===== config.mk =====
export PLATFORM = sky130hd
export DESIGN_NAME = pace_edge_detect
export DESIGN_NICKNAME = d
export VERILOG_FILES = /design/src/rtl/pace_pkg.sv /design/src/rtl/pace_smoother.sv /design/src/rtl/pace_span_diff.sv /design/src/rtl/pace_ctrl.sv /design/src/rtl/pace_edge_detect.sv
export SDC_FILE = /design/constraint.sdc
export NUM_CORES = 1
export LEC_CHECK = 0
export BUFFER_PORTS_ARGS = -buffer_cell sky130_fd_sc_hd__buf_2
export CAP_MARGIN = 20
export CORE_UTILIZATION = 45
export CTS_BUF_LIST = sky130_fd_sc_hd__clkbuf_8 sky130_fd_sc_hd__clkbuf_16
export CTS_CLUSTER_SIZE = 8
export DETAILED_ROUTE_END_ITERATION = 10
export SYNTH_ARGS = -nofsm -noshare
export SYNTH_HDL_FRONTEND = slang
export SYNTH_SLANG_ARGS = --single-unit

===== constraint.sdc =====
create_clock -name clk -period 14.8 [get_ports clk]
set_input_delay 2.96 -clock clk [delete_from_list [all_inputs] [get_ports clk]]
set_output_delay 2.96 -clock clk [all_outputs]
set_load 0.05 [all_outputs]

===== src/rtl/pace_pkg.sv =====
package pace_pkg;
    typedef enum logic [1:0] {
        ST_PRIME = 2'd0,
        ST_ARMED = 2'd1,
        ST_HOLD  = 2'd2
    } pace_state_e;
endpackage


===== src/rtl/pace_smoother.sv =====
module pace_smoother #(
    parameter int DW = 12
) (
    input  logic                 clk,
    input  logic                 rst_n,
    input  logic                 smp_valid,
    input  logic signed [DW-1:0] smp_data,
    output logic signed [DW-1:0] smooth
);
    localparam int SW = DW + 2;

    logic signed [DW-1:0] tap_q [4];
    logic signed [SW-1:0] sum_q;
    logic signed [SW-1:0] sum_new;

    // running sum over the newest four samples
    assign sum_new = sum_q + SW'(smp_data) - SW'(tap_q[3]);
    assign smooth  = DW'(sum_new >>> 2);

    always_ff @(posedge clk or negedge rst_n) begin
        if (!rst_n) begin
            sum_q <= '0;
            for (int i = 0; i < 4; i++) tap_q[i] <= '0;
        end else if (smp_valid) begin
            sum_q    <= sum_new;
            tap_q[0] <= smp_data;
            for (int i = 1; i < 4; i++) tap_q[i] <= tap_q[i-1];
        end
    end
endmodule


===== src/rtl/pace_span_diff.sv =====
module pace_span_diff #(
    parameter int DW       = 12,
    parameter int SPAN_MAX = 8,
    localparam int EW      = DW + 2,
    localparam int SSW     = $clog2(SPAN_MAX)
) (
    input  logic                 clk,
    input  logic                 rst_n,
    input  logic                 smp_valid,
    input  logic signed [DW-1:0] smooth,
    input  logic [SSW-1:0]       span_sel,
    output logic [EW-1:0]        mag
);
    logic signed [DW-1:0] hist_q [SPAN_MAX];
    logic signed [EW-1:0] delta;

    // delay line of smoothed values: stage 0 holds the previous one
    always_ff @(posedge clk or negedge rst_n) begin
        if (!rst_n)         hist_q[0] <= '0;
        else if (smp_valid) hist_q[0] <= smooth;
    end

    for (genvar g = 1; g < SPAN_MAX; g++) begin : g_dly
        always_ff @(posedge clk or negedge rst_n) begin
            if (!rst_n)         hist_q[g] <= '0;
            else if (smp_valid) hist_q[g] <= hist_q[g-1];
        end
    end

    assign delta = EW'(smooth) - EW'(hist_q[span_sel]);
    assign mag   = delta[EW-1] ? EW'(-delta) : EW'(delta);
endmodule


===== src/rtl/pace_ctrl.sv =====
module pace_ctrl
    import pace_pkg::*;
#(
    parameter int DW       = 12,
    parameter int SPAN_MAX = 8,
    parameter int HOLD_W   = 8,
    localparam int EW      = DW + 2,
    localparam int PRIME_N = 3 + SPAN_MAX,
    localparam int PW      = $clog2(PRIME_N),
    localparam int CW      = (HOLD_W > PW) ? HOLD_W : PW
) (
    input  logic              clk,
    input  logic              rst_n,
    input  logic              smp_valid,
    input  logic [EW-1:0]     mag,
    input  logic [EW-1:0]     thresh,
    input  logic [HOLD_W-1:0] holdoff,
    input  logic              flag_clr,
    output logic              hit,
    output pace_state_e       state,
    output logic              pace_flag
);
    pace_state_e      state_nx;
    logic [CW-1:0]    cnt_q, cnt_nx;

    assign hit = smp_valid && (state == ST_ARMED) && (mag > thresh);

    always_comb begin
        state_nx = state;
        cnt_nx   = cnt_q;
        unique case (state)
            ST_PRIME: if (smp_valid) begin
                if (cnt_q == CW'(PRIME_N - 1)) begin
                    state_nx = ST_ARMED;
                    cnt_nx   = '0;
                end else begin
                    cnt_nx = cnt_q + 1'b1;
                end
            end
            ST_ARMED: if (hit && (holdoff != '0)) begin
                state_nx = ST_HOLD;
                cnt_nx   = CW'(holdoff);
            end
            ST_HOLD: if (smp_valid) begin
                if (cnt_q == CW'(1)) state_nx = ST_ARMED;
                cnt_nx = cnt_q - 1'b1;
            end
            default: state_nx = ST_PRIME;
        endcase
    end

    // state register
    always_ff @(posedge clk or negedge rst_n) begin
        if (!rst_n) begin
            state <= ST_PRIME;
            cnt_q <= '0;
        end else begin
            state <= state_nx;
            cnt_q <= cnt_nx;
        end
    end

    // output register: a detection wins over a clear
    always_ff @(posedge clk or negedge rst_n) begin
        if (!rst_n)        pace_flag <= 1'b0;
        else if (hit)      pace_flag <= 1'b1;
        else if (flag_clr) pace_flag <= 1'b0;
    end
endmodule


===== src/rtl/pace_edge_detect.sv =====
module pace_edge_detect
    import pace_pkg::*;
#(
    parameter int DW       = 12,
    parameter int SPAN_MAX = 8,
    parameter int HOLD_W   = 8,
    localparam int EW      = DW + 2,
    localparam int SSW     = $clog2(SPAN_MAX)
) (
    input  logic                 clk,
    input  logic                 rst_n,
    input  logic                 smp_valid,
    input  logic signed [DW-1:0] smp_data,
    input  logic [EW-1:0]        thresh,
    input  logic [SSW-1:0]       span_sel,
    input  logic [HOLD_W-1:0]    holdoff,
    input  logic                 flag_clr,
    output logic                 pace_flag
);
    logic signed [DW-1:0] smooth;
    logic [EW-1:0]        mag;
    logic                 hit;
    pace_state_e          state;

    pace_smoother #(.DW(DW)) u_smooth (
        .clk(clk), .rst_n(rst_n), .smp_valid(smp_valid),
        .smp_data(smp_data), .smooth(smooth)
    );

    pace_span_diff #(.DW(DW), .SPAN_MAX(SPAN_MAX)) u_diff (
        .clk(clk), .rst_n(rst_n), .smp_valid(smp_valid),
        .smooth(smooth), .span_sel(span_sel), .mag(mag)
    );

    pace_ctrl #(.DW(DW), .SPAN_MAX(SPAN_MAX), .HOLD_W(HOLD_W)) u_ctrl (
        .clk(clk), .rst_n(rst_n), .smp_valid(smp_valid), .mag(mag),
        .thresh(thresh), .holdoff(holdoff), .flag_clr(flag_clr),
        .hit(hit), .state(state), .pace_flag(pace_flag)
    );
endmodule


# Yosys cells after proc, flatten, opt, wreduce, memory -nomap -nowiden
# Cells that the tools add are included.
dict set report word_totals {
  in_bits 41
  output_inout_bits 1
  word_cells 60
  register_bits 169
}
dict set report classes {
  n_addsub 6
  mux 17
  n_lt_le_gt_ge 2
  bitwise 1
  reduce_logical 9
  eq_ne 9
}
# cell count
set ops {}
lappend ops {{$bmux W12 S3} 1}
lappend ops {{$mux W8} 4}
lappend ops {{$mux W12} 2}
lappend ops {{$pmux W8 S3} 1}
lappend ops {{$add A14 B12 Y14} 1}
lappend ops {{$gt A14 B14 Y1} 1}
lappend ops {{$mux W14} 1}
lappend ops {{$neg A14 Y14} 1}
lappend ops {{$sub A14 B12 Y14} 1}
lappend ops {{$sub A12 B12 Y13} 1}
lappend ops {{$mux W2} 5}
lappend ops {{$add A8 B1 Y8 const B} 1}
lappend ops {{$eq A8 B1 Y1 const B} 1}
lappend ops {{$eq A8 B4 Y1 const B} 1}
lappend ops {{$reduce_bool A8 Y1} 1}
lappend ops {{$sub A8 B1 Y8 const B} 1}
lappend ops {{$ne A2 B2 Y1 const B} 3}
lappend ops {{$pmux W2 S3} 1}
lappend ops {{$reduce_and A5 Y1} 1}
lappend ops {{$ge A4 B4 Y1 const B} 1}
lappend ops {{$ne A2 B1 Y1 const B} 2}
lappend ops {{$not A3 Y4} 1}
lappend ops {{$reduce_and A4 Y1} 1}
lappend ops {{$logic_and A1 B1 Y1} 3}
lappend ops {{6 further kinds} 7}

# Depth between registers and ports, before layout
dict set report depth {
  ltp_word 12
  depth_mapped 31
  ltp_nobuf 30
}

# Cells and area by module
# From an unflattened synthesis, not the netlist that was laid out.
dict set report unflattened {
  hier_cells 860
  hier_area_um2 10118.5
}
# module area_each_um2 seq_area_each_um2 cells_per_inst n_inst
set modules_own_cells {}
lappend modules_own_cells {pace_span_diff 5213.8 2402.3 381 1}
lappend modules_own_cells {pace_smoother 3483.3 1551.5 305 1}
lappend modules_own_cells {pace_ctrl 1421.4 275.3 174 1}

# Least setup slack after synthesis
# Ideal clock, no wire load.
dict set report synth_path {
  path_type {input to register}
  start {input port span_sel[0]}
  end {register u_ctrl.cnt_q[0]}
  path_buffers 4
  required_ns 14.669
  t_arrival_ns 8.497
  stages 26
  slack_ns 6.172
  cell_sequence {buf_2 -> buf_2 -> buf_1 -> mux4_2 -> mux2i_1 -> ha_1 -> nor2b_1 -> o31a_1 -> nor4_1 -> nor3_1 -> and3_2 -> o41ai_2 -> a31o_2 -> nand2_1 -> xnor2_1 -> ha_1 -> and3_1 -> nand3_1 -> or2_2 -> o221ai_1 -> o2111ai_1 -> a21o_1 -> a21o_1 -> clkbuf_1 -> a211oi_1 -> a21oi_1}
}
dict set report synth_via {
  elab_chain_cells 12
}
# element line
set synth_rtl {}
lappend synth_rtl {{start: declaration} pace_edge_detect.sv:15} ;# input logic [SSW-1:0] span_sel,
lappend synth_rtl {{$not A3 Y4 (implied by the code) *} pace_span_diff.sv:30} ;# assign delta = EW'(smooth) - EW'(hist_q[span_sel]);
lappend synth_rtl {{$bmux W12 S3 *} pace_span_diff.sv:30}
lappend synth_rtl {{$mux W12 (implied by the code) * (2 in series)} pace_span_diff.sv:30}
lappend synth_rtl {{$sub A12 B12 Y13 *} pace_span_diff.sv:30}
lappend synth_rtl {{$neg A14 Y14} pace_span_diff.sv:31} ;# assign mag = delta[EW-1] ? EW'(-delta) : EW'(delta);
lappend synth_rtl {{$mux W14 *} pace_span_diff.sv:31}
lappend synth_rtl {{$gt A14 B14 Y1 *} pace_ctrl.sv:26} ;# assign hit = smp_valid && (state == ST_ARMED) && (mag > thresh);
lappend synth_rtl {{$logic_and A1 B1 Y1 *} pace_ctrl.sv:26}
lappend synth_rtl {{$logic_and A1 B1 Y1 *} pace_ctrl.sv:40} ;# ST_ARMED: if (hit && (holdoff != '0)) begin
lappend synth_rtl {{$ne A2 B2 Y1 (no source line) *} -}
lappend synth_rtl {{$reduce_and A4 Y1 (no source line) *} -}
lappend synth_rtl {{end signal: assignment} pace_ctrl.sv:59} ;# cnt_q <= cnt_nx;
lappend synth_rtl {{end: declaration} pace_ctrl.sv:24} ;# logic [CW-1:0] cnt_q, cnt_nx;
# Every way passes the cells marked *; elsewhere a longest branch is shown, timed or not. The select of a mux whose other input is x is not followed.
# A chain may end at the register's enable or synchronous reset.

# Worst setup path after layout
dict set report layout_path {
  start {input port smp_data[1]}
  end {register u_ctrl.state[1]}
}
dict set report layout_via {
  elab_chain_cells 10
}
# element line
set layout_rtl {}
lappend layout_rtl {{start: declaration} pace_edge_detect.sv:13} ;# input logic signed [DW-1:0] smp_data,
lappend layout_rtl {{$add A14 B12 Y14 *} pace_smoother.sv:17} ;# assign sum_new = sum_q + SW'(smp_data) - SW'(tap_q[3]);
lappend layout_rtl {{$sub A14 B12 Y14 *} pace_smoother.sv:17}
lappend layout_rtl {{net smooth[2]} pace_edge_detect.sv:20} ;# logic signed [DW-1:0] smooth;
lappend layout_rtl {{$sub A12 B12 Y13 *} pace_span_diff.sv:30}
lappend layout_rtl {{$neg A14 Y14} pace_span_diff.sv:31}
lappend layout_rtl {{$mux W14 *} pace_span_diff.sv:31}
lappend layout_rtl {{$gt A14 B14 Y1 *} pace_ctrl.sv:26}
lappend layout_rtl {{$logic_and A1 B1 Y1 *} pace_ctrl.sv:26}
lappend layout_rtl {{$logic_and A1 B1 Y1 *} pace_ctrl.sv:40}
lappend layout_rtl {{$ne A2 B2 Y1 (no source line) *} -}
lappend layout_rtl {{$reduce_and A5 Y1 (no source line) *} -}
lappend layout_rtl {{end signal: assignment} pace_ctrl.sv:58} ;# state <= state_nx;
lappend layout_rtl {{end: declaration} pace_ctrl.sv:20} ;# output pace_state_e state,
# The timed path passes the listed nets; every way through them passes the cells marked *.

==> impl_metrics.toml <==
[sta]
slew-limit-headroom_pct = 36.0
fin_crit_sh_pct = 60.0
fin_worst_skew_ns = 0.0127
worstMarginPinSlew_ns = 0.960
min_period_ns = 8.88
rsz0062_at_grt = "no"
final.setup.tns_ns = 0
fmax_ghz = 0.113
drv_slew = 0
finalWorstSetupSlack_ns = 5.92
finalSetupViolations = 0
hold_violations = 0

[setup_path]
arrival_ns = 9.16
worst_setup_path_start_kind = "input pin"
worstPathRequired_ns = 15.08
rr_startpoint = "u_smooth.sum_q[4]"
reg2reg_depth = 26
cp_max_fo = 6
worstSetupStartpoint = "smp_data[1]"
max_stage_delay_ns = 0.53
cp-end-kind = "register"
slowest_stage = "fa_1"
regToRegSetupSlack_ns = 8.16
rr_endpoint = "u_ctrl.state[1]"
critical_path_class = "in -> reg"

[floorplanning]
ios = 42
placementRows = 52
core_mm2 = 0.0202
start_util_pct = 45.8
die_h_um = 145
dieArea_mm2 = 0.0211
die_x_um = 145

[yosys]
synth_seq_cells = 157
yosysTopAreaCell = "dfrtp_1"
async_reset_ff_share_pct = 100
yosys_warnings = 0
ys_seq_area_share_pct = 42.6
syn_inst = 783
syn_nets = 889
yosysTopAreaCellShare_pct = 42.6
synth_area_mm2 = 0.00923
synth.distinct_cells = 65
syn_avg_cell_area_um2 = 11.8
ys.flop_type = "dfrtp_1"
synth_edf_count = 0
synthTopCellsByArea = "dfrtp_1, mux2_2, ha_1, mux4_2, inv_1"

[clock_network]
cts_tree = "built"
cts_setup_buffers = 0
clk_path_buf_depth = 2
cts_root_buf = "clkbuf_16"
htreeDepth = 4
postCtsHoldBufs = 0
clock-sinks = 157
cts_buffers = 17
cts.reportedPaths.clkPinSlew_ns = 0.07
cts-resized-gates = 0
clock_latency_ns = 0.43

[placement]
preCtsSetupSlack_ns = 5.53
place_congestion = 0.840
dp_hpwl_um = 12900
dp_cells = 1062
io_buffer_count = 41

[drt]
ant_nets = 0
vias = 5870
routed_wl_um = 18200
drt-wirelength-per-cell_um = 16.6
vias_per_cell = 5.37
drc = 0
first_iter_violations = 308
drt_pass1_iterations = 5

[hold_path]
hold_path_end = "u_smooth.tap_q[11]"
hp-start = "u_smooth.tap_q[23]"
hp-class = "reg -> reg"
hold_path_depth = 2

[cells_and_area]
nets = 917
multi_input_area_mm2 = 0.00486
syn_to_final_growth_pct = 10.7
fin_cells = 1094
nFillCells = 1796
final_core_util_pct = 50.7
seq_area_mm2 = 0.00393
diodes = 0
drive_gt1_share_pct = 30.5

[outcome]
status = "completed"

[grt]
grtUsageTotal_pct = 18.6
grt_pass1_wl_um = 31000
grt_start_max_net_pins = 108
overflow = 0
antenna_found_initial = 0
first_global_vias = 6215

[job]
cap_viol_max_count = 0
placed cells by master (no fill, tap or decap), drive strengths merged, types with 2 or more instances in the layout:
cell type / count
o21ai: 46
inv: 81
a21o: 12
or2: 3
nand3: 7
and3: 11
fa: 14
o31a: 2
nor2b: 5
clkbuf: 19
nor4: 5
o21a: 6
or3: 2
clkinv: 7
o21bai: 2
dfrtp: 157
nor3b: 7
xnor2: 29
a211oi: 5
a21oi: 27
mux2: 134
ha: 51
buf: 43
nand2: 39
nor2: 25
mux4: 24
nor3: 9
mux2i: 14
a31oi: 5
xor2: 12
Yosys cell counts, drive strengths merged, types with 11 or more instances:
| library cell | count |
|---|---|
| xnor2 | 29 |
| a21oi | 27 |
| mux2i | 14 |
| o21ai | 46 |
| nand2 | 39 |
| dfrtp | 157 |
| buf | 13 |
| nor2 | 25 |
| a21o | 12 |
| inv | 76 |
| fa | 14 |
| xor2 | 12 |
| mux2 | 134 |
| and3 | 11 |
| clkbuf | 21 |
| mux4 | 24 |
| ha | 51 |
how the worst max path moves through the flow:
stage                      end  slack, ns  cells past startpoint
6_report       u_ctrl.state[1]       5.92                     27
5_1_grt        u_ctrl.cnt_q[5]       5.40                     28
4_1_cts        u_ctrl.state[1]       5.97                     27
3_5_place_dp   u_ctrl.cnt_q[5]       5.53                     28
3_3_place_gp   u_ctrl.cnt_q[3]       5.73                     28
2_1_floorplan  u_ctrl.cnt_q[0]       6.17                     26
logic make-up (layout without fill, tap and decap cells):
kind of cell / after synthesis / count (layout) / synth area share, %
AOI/OAI and AO/OA: 117 / 117 / 8.16
xor gates and xnor gates: 41 / 41 / 3.89
adders and majority gates: 65 / 65 / 9.95
buffers and inverters: 110 / 151 / 4.85
DFF: 157 / 157 / 42.6
muxes: 172 / 172 / 24.0
other: 1 / 1 / 0.0406
and+or+nand+nor: 120 / 120 / 6.53
metal layers:
metal / track usage, % / vias to the layer above / wire, um
met5: 0 / - / 0
met4: 5.89 / 0 / 250
met3: 3.90 / 20 / 488
met2: 31.2 / 65 / 9000
met1: 23.9 / 2973 / 8450
li1: - / 2812 / -
state kept, by name (all words and copies together) (netlist names):
register	flops
u_smooth.sum_q	14
u_diff.hist_q	84
u_ctrl.cnt_q	8
u_ctrl.pace_flag	1
u_smooth.tap_q	48
u_ctrl.state	2
area by class of cell:
cell class / instances / share of cell area (%)
clock buffers: 19 / 4.43
clock inverters: 13 / 1.26
inverters: 76 / 2.79
multi-input cells: 516 / 47.5
flip-flops and latches: 157 / 38.4
well taps: 270 / 3.30
repair buffers: 43 / 2.28
metrics by stage:
stage,hold WS [ns],area [um^2]
2_1_floorplan,0.449,9230
6_report,0.482,10200
3_3_place_gp,0.470,9640
4_1_cts,0.488,10200
5_1_grt,0.515,10200
3_5_place_dp,0.468,9640
worst max-delay path: cells and delay by family:
kind | cells | cell delay, ns
AO/OA/AOI/OAI | 9 | 2.31
AND/OR/NAND/NOR | 10 | 1.69
adder cells (fa/ha/maj) | 4 | 1.66
XOR/XNOR | 2 | 0.39
buffers and inverters | 2 | 0.14
Power is left out: the tool's default activity adds up to more than one toggle a clock period on the data nets, which glitch-free logic cannot reach.
